$ cat src/rtl/gis_pkg.sv
`timescale 1ns/1ps
// Shared sizes and register offsets of the GPIO interrupt summary aggregator.
package gis_pkg;
    localparam int PIN_CNT    = 192;   // pins presented by the detection logic
    localparam int GRP_SIZE   = 4;     // pins folded into one summary bit
    localparam int GRP_USED   = 46;    // summary bits that carry meaning
    localparam int REG_W      = 32;    // register data width
    localparam int ADDR_W     = 10;    // byte address width
    localparam int EOI_BIT    = 29;    // end-of-interrupt bit in the master register
    localparam logic [ADDR_W-1:0] OFF_MASTER = 10'h0FC;
    localparam logic [ADDR_W-1:0] OFF_SUM_LO = 10'h2F8;
    localparam logic [ADDR_W-1:0] OFF_SUM_HI = 10'h2FC;
endpackage

$ cat src/rtl/gis_group_or.sv
`timescale 1ns/1ps
// Group OR stage: folds the interrupt and wake flags of each group of
// GRP_SIZE consecutive pins into one registered summary bit.
// Assumes: pin flags are levels held by the per-pin logic until cleared,
// and GRP_USED*GRP_SIZE <= PIN_CNT.
module gis_group_or #(
    parameter int PIN_CNT  = 192,
    parameter int GRP_SIZE = 4,
    parameter int GRP_USED = 46,
    localparam int USED_PINS = GRP_USED * GRP_SIZE
) (
    input  logic                 clk,
    input  logic                 rst_n,
    input  logic [USED_PINS-1:0] int_pend,
    input  logic [USED_PINS-1:0] wake_pend,
    output logic [GRP_USED-1:0]  sum_q,
    output logic                 sum_any
);
    logic [GRP_USED-1:0] sum_d;

    // One OR reduction per group of pins.
    for (genvar g = 0; g < GRP_USED; g++) begin : g_grp
        assign sum_d[g] = |(int_pend[g*GRP_SIZE +: GRP_SIZE] |
                            wake_pend[g*GRP_SIZE +: GRP_SIZE]);
    end

    // Register the summary so that it follows the pins one cycle later.
    always_ff @(posedge clk) begin
        if (!rst_n) sum_q <= '0;
        else        sum_q <= sum_d;
    end

    // Any group pending, taken from the registered summary.
    assign sum_any = |sum_q;
endmodule

$ cat src/rtl/gis_svc_ctrl.sv
`timescale 1ns/1ps
// Service latch: arms the parent line, holds it through service and
// re-arms only on an end-of-interrupt pulse.
// Assumes: eoi is a single-cycle pulse from the register port.
module gis_svc_ctrl (
    input  logic clk,
    input  logic rst_n,
    input  logic sum_any,
    input  logic eoi,
    output logic in_svc
);
    // Armed -> in service on a pending summary; in service -> armed on end of interrupt.
    always_ff @(posedge clk) begin
        if (!rst_n) begin
            in_svc <= 1'b0;
        end else if (in_svc) begin
            if (eoi) in_svc <= 1'b0;
        end else if (sum_any) begin
            in_svc <= 1'b1;
        end
    end
endmodule

$ cat src/rtl/gis_csr.sv
`timescale 1ns/1ps
// Register port: decodes the end-of-interrupt write and returns the
// summary words on reads; every other address reads as zero.
// Assumes: byte addresses, word-aligned accesses, GRP_USED <= 2*REG_W.
module gis_csr
    import gis_pkg::*;
#(
    parameter int GRP_USED = 46
) (
    input  logic              clk,
    input  logic              rst_n,
    input  logic              reg_rd,
    input  logic              reg_wr,
    input  logic [ADDR_W-1:0] reg_addr,
    input  logic [REG_W-1:0]  reg_wdata,
    input  logic [GRP_USED-1:0] sum_q,
    output logic [REG_W-1:0]  reg_rdata,
    output logic              eoi_pulse
);
    localparam int EXT_W = 2 * REG_W;

    logic [EXT_W-1:0] sum_ext;
    logic [REG_W-1:0] rd_mux;
    logic             unused_wdata;

    // Zero-extend the summary to two full words.
    assign sum_ext = {{(EXT_W-GRP_USED){1'b0}}, sum_q};

    // End of interrupt: master register write with its bit set; nothing is stored.
    assign eoi_pulse = reg_wr && (reg_addr == OFF_MASTER) && reg_wdata[EOI_BIT];

    // The other write data bits have no storage behind them.
    assign unused_wdata = ^(reg_wdata & ~(REG_W'(1) << EOI_BIT));

    // Read multiplexer over the two summary words.
    always_comb begin
        case (reg_addr)
            OFF_SUM_LO: rd_mux = sum_ext[REG_W-1:0];
            OFF_SUM_HI: rd_mux = sum_ext[EXT_W-1:REG_W];
            default:    rd_mux = '0;
        endcase
    end

    // Capture read data on the read strobe and hold it until the next read.
    always_ff @(posedge clk) begin
        if (!rst_n)      reg_rdata <= '0;
        else if (reg_rd) reg_rdata <= rd_mux;
    end
endmodule

$ cat src/rtl/gpio_irq_summary.sv
`timescale 1ns/1ps
// GPIO interrupt summary aggregator (top). Folds 192 pin flags into a
// 46-bit grouped summary and drives one parent interrupt line that is
// re-armed by an end-of-interrupt write.
// Assumes: pin flags are synchronous levels; pins past GRP_USED*GRP_SIZE are ignored.
module gpio_irq_summary
    import gis_pkg::*;
#(
    parameter int NPINS  = PIN_CNT,
    parameter int GSIZE  = GRP_SIZE,
    parameter int NGROUP = GRP_USED
) (
    input  logic              clk,
    input  logic              rst_n,
    input  logic [NPINS-1:0]  pin_int_pend,
    input  logic [NPINS-1:0]  pin_wake_pend,
    input  logic              reg_rd,
    input  logic              reg_wr,
    input  logic [ADDR_W-1:0] reg_addr,
    input  logic [REG_W-1:0]  reg_wdata,
    output logic [REG_W-1:0]  reg_rdata,
    output logic              irq_out
);
    localparam int USED_PINS = NGROUP * GSIZE;

    logic [NGROUP-1:0] sum_q;
    logic              sum_any;
    logic              eoi_pulse;
    logic              in_svc;

    // Pins beyond the meaningful groups feed nothing.
    if (USED_PINS < NPINS) begin : g_spare
        logic unused_pins;
        assign unused_pins = ^{pin_int_pend[NPINS-1:USED_PINS],
                               pin_wake_pend[NPINS-1:USED_PINS]};
    end

    gis_group_or #(
        .PIN_CNT  (NPINS),
        .GRP_SIZE (GSIZE),
        .GRP_USED (NGROUP)
    ) u_grp (
        .clk       (clk),
        .rst_n     (rst_n),
        .int_pend  (pin_int_pend[USED_PINS-1:0]),
        .wake_pend (pin_wake_pend[USED_PINS-1:0]),
        .sum_q     (sum_q),
        .sum_any   (sum_any)
    );

    gis_csr #(
        .GRP_USED (NGROUP)
    ) u_csr (
        .clk       (clk),
        .rst_n     (rst_n),
        .reg_rd    (reg_rd),
        .reg_wr    (reg_wr),
        .reg_addr  (reg_addr),
        .reg_wdata (reg_wdata),
        .sum_q     (sum_q),
        .reg_rdata (reg_rdata),
        .eoi_pulse (eoi_pulse)
    );

    gis_svc_ctrl u_svc (
        .clk     (clk),
        .rst_n   (rst_n),
        .sum_any (sum_any),
        .eoi     (eoi_pulse),
        .in_svc  (in_svc)
    );

    // The parent line is the service latch itself.
    assign irq_out = in_svc;
endmodule

$ cat config.mk
export PLATFORM = sky130hd
export DESIGN_NAME = gpio_irq_summary
export DESIGN_NICKNAME = d
export VERILOG_FILES = /design/src/rtl/gis_pkg.sv /design/src/rtl/gis_group_or.sv /design/src/rtl/gis_svc_ctrl.sv /design/src/rtl/gis_csr.sv /design/src/rtl/gpio_irq_summary.sv
export SDC_FILE = /design/constraint.sdc
export NUM_CORES = 1
export LEC_CHECK = 0
export ABC_AREA = 1
export CORE_AREA = 2 2 179 181
export DETAILED_ROUTE_END_ITERATION = 8
export DIE_AREA = 0 0 181 183
export GPL_TIMING_DRIVEN = 0
export MAX_ROUTING_LAYER = met4
export PLACE_DENSITY = 0.41
export SLEW_MARGIN = 20
export SYNTH_ARGS = -nofsm -noshare
export SYNTH_HDL_FRONTEND = slang
export SYNTH_SLANG_ARGS = --single-unit
$ cat constraint.sdc
create_clock -name clk -period 1.9 [get_ports clk]
set_input_delay 0.38 -clock clk [delete_from_list [all_inputs] [get_ports clk]]
set_output_delay 0.38 -clock clk [all_outputs]
set_load 0.05 [all_outputs]
==> results by group <==
GRT
  – GRT overflow: 0
  – Initial antenna violation count: 0
  – Largest net degree at the start of global routing: 14
  – Gr usage total: 13.54%
  – First-pass GRT wire length: 32300 um
  – Vias in the first global route: 5418

Logic synthesis
  – Post-Synthesis Cells: 460
  – Seq/Total Area, Yosys: 44.29%
  – Syn Area/Cell: 7.763 um2
  – Area contributors post-synth: dfxtp_1, nor4_1, a21oi_1
  – Syn Nets: 890
  – Post-synthesis xor/xnor area fraction: 0%
  – Synth cell count leaders: nor4_1, dfxtp_1, a21oi_1, nor2_1, nand4_1
  – Cell with the most instances after synthesis: nor4_1
  – Synth unique cells: 21
  – Post-synth top area share: 44.29%
  – Synth Warn #: 0
  – Synth Area in Adders: 0%
  – Async SR Flop Fraction: 0%
  – Post-synth EDFFs: 0
  – Post-synth top area cell: dfxtp_1
  – Largest family of logic cells by synthesized area: simple AND/OR/NAND/NOR gates
  – Ys flop type: dfxtp_1
  – Post-Syn Area: 3571 um2
  – Synth Register Bits: 79
  – Synth Area in Simple Gates: about 38%
  – Post-synthesis compound-gate area fraction: between 10% and 20%
  – Post-synthesis mux area share: 0%

Clock network
  – H-tree levels: 3
  – Hold-fix buffers, CTS: 0
  – CTS Buf Count: 9
  – Clock slew at reported path FFs: 0.06 ns
  – CTS tree: done
  – Root buf cell: clkbuf_16
  – CTS Sinks: 79
  – CTS Buffer Depth: 2
  – Post CTS Setup Buffer Count: 0
  – PostCTS Resize Cnt: 24
  – Clk Latency, worst-skew pair: ~0.34 ns

Power
  – Pint: about 0.0035 W
  – PD cells: approximately 550 nW/um2
  – Combinational power share: 27.1%
  – Maximum VDD drop: 0.2969 mV
  – Switching share of power: 26.08%
  – Leak: 3.285 nW
  – Net Switching: 0.001225 W
  – Sequential power share: 38.3%
  – Clock group share of total power: between 30% and 40%

Worst setup path
  – CP startpoint kind: primary input
  – CP Max Fanout: 10
  – Endpoint class of the critical path: register
  – WP data arrival: 1.99 ns
  – Critical Path RT: 2.13 ns
  – Crit Path Class: in2reg

Floorplanning
  – # IOs: 463
  – Core Box Area: around 31000 um2
  – Row Count: 65
  – Die Area: between 30000 and 40000 um2
  – Initial Util: 11.43%
  – Die width: 181 um
  – Die Height: 183 um

STA
  – RSZ-0062 raised after global routing: no
  – Final Hold Viols: 0
  – Actual slew at the worst max-slew pin: 0.8775 ns
  – Final Max Tran Viols: 0
  – Tmin final: 1.763 ns
  – FMAX: 0.5671 GHz
  – Fin crit share: 92.81%
  – Slew headroom: 41.50%
  – Fin Clk Skew: 0.007122 ns
  – Post-route setup slack: around 0.14 ns
  – Setup violations, final: 0

Finish
  – Fin nets: 1315
  – Syn-to-layout area delta: 137.9%
  – Core Util, Final: 27.20%
  – Diodes inserted: 0
  – Layout cells sized above 1: between 4 and 5%

Routing
  – Routed Wire Length: 22830 um
  – Via Count: 5136
  – ANT nets after route: 0
  – Avg WL per Cell: around 18 um
  – Starting DRT DRC Count: 193
  – Number of vias per cell: 3.975
  – 1st-pass router iterations: 6
  – DRC: 0

Outcome
  – Status: complete, no violations

Hold path
  – Hold crit path type: reg2reg

Placement
  – Setup WS pre-CTS: -0.4100 ns
  – Gpl congestion: 0.7696
  – Final HPWL DP: a little under 20000 um
  – Buffers on Ports: 414

Flow run
  – Max cap viols: 0
-- stage by stage --
stage          hold slack, ns  setup TNS, ns  instance area, um2  total power [W]  instances
2_1_floorplan          0.4647              0                3571         0.002137        460
3_3_place_gp           0.4800         -3.757                8218         0.003139       1276
3_5_place_dp           0.4867         -4.041                8218         0.003142       1276
4_1_cts                0.4988              0                8469         0.004769       1292
5_1_grt                0.5155              0                8494         0.004900       1292
6_report               0.4941              0                8494         0.004697       1292
-- cells by family (layout without fill, tap and decap cells) --
| family | count (synthesis) | count (layout) |
|---|---|---|
| AND/OR/NAND/NOR | 251 | 251 |
| AO/OA/AOI/OAI | 83 | 83 |
| flip-flops | 79 | 79 |
| buffers and inverters | 47 | 477 |
-- power by group through the flow --
stage	logic (W)	registers, W	clock network, W
after floorplan	0.000203	0.00193	0
after global placement	0.00130	0.00183	0
after detailed placement	0.00131	0.00184	0
after CTS	0.00130	0.00180	0.00167
after global routing	0.00136	0.00181	0.00173
final	0.00127	0.00180	0.00163
-- state kept, by name, indices dropped and copies added (netlist names) --
register,count
u_grp.sum_q,46
u_csr.reg_rdata,32
u_svc.in_svc,1
-- cell type report --
class	count	area [um2]
fillers	3424	22740
flip-flops and latches	79	1582
clock buffers	11	242.7
repair buffers	414	4140
clock inverters	5	33.78
well taps	402	503.0
multi-input cells	334	1774
plain buffers	26	140.1
inverters	21	78.83
-- final timing paths --
kind                              start                                to  slack, ns  cells past startpoint
min          u_grp.sum_q[15]$_SDFF_PN0_  u_csr.reg_rdata[15]$_SDFFE_PN0P_       0.49                      2
max reg2reg   u_grp.sum_q[1]$_SDFF_PN0_           u_svc.in_svc$_SDFF_PN0_       0.64                      6
max                               rst_n        u_grp.sum_q[32]$_SDFF_PN0_       0.14                      4
min reg2reg  u_grp.sum_q[15]$_SDFF_PN0_  u_csr.reg_rdata[15]$_SDFFE_PN0P_       0.49                      2
-- per-layer routing --
| metal | vias to the layer above | GRT usage (%) | part of all wire (%) |
|---|---|---|---|
| li1 | 2584 | - | - |
| met1 | 2261 | 15.54 | 42 |
| met2 | 265 | 23.66 | 50 |
| met3 | 26 | 2.740 | 6.2 |
| met4 | 0 | 4.520 | 2.3 |
| met5 | - | - | 0 |
-- layout by cell type (no fill, tap or decap), types with 10 or more instances in the layout --
master and count:
nand4_1 47, dlymetal6s2s_1 10, buf_2 10, dfxtp_1 79, nand3_1 16, clkdlybuf4s50_1 381, nor4_1 92, a21oi_1 64
nand2_1 29, dlygate4sd2_1 23, nor2_1 57, inv_1 19
-- worst max-delay path, cell delays in order --
cell and delay [ns]:
clkdlybuf4s50_1 0.50, clkinv_1 0.24, clkbuf_1 0.46, a21oi_1 0.40
Note: power is estimated with default switching activity, not from simulation.
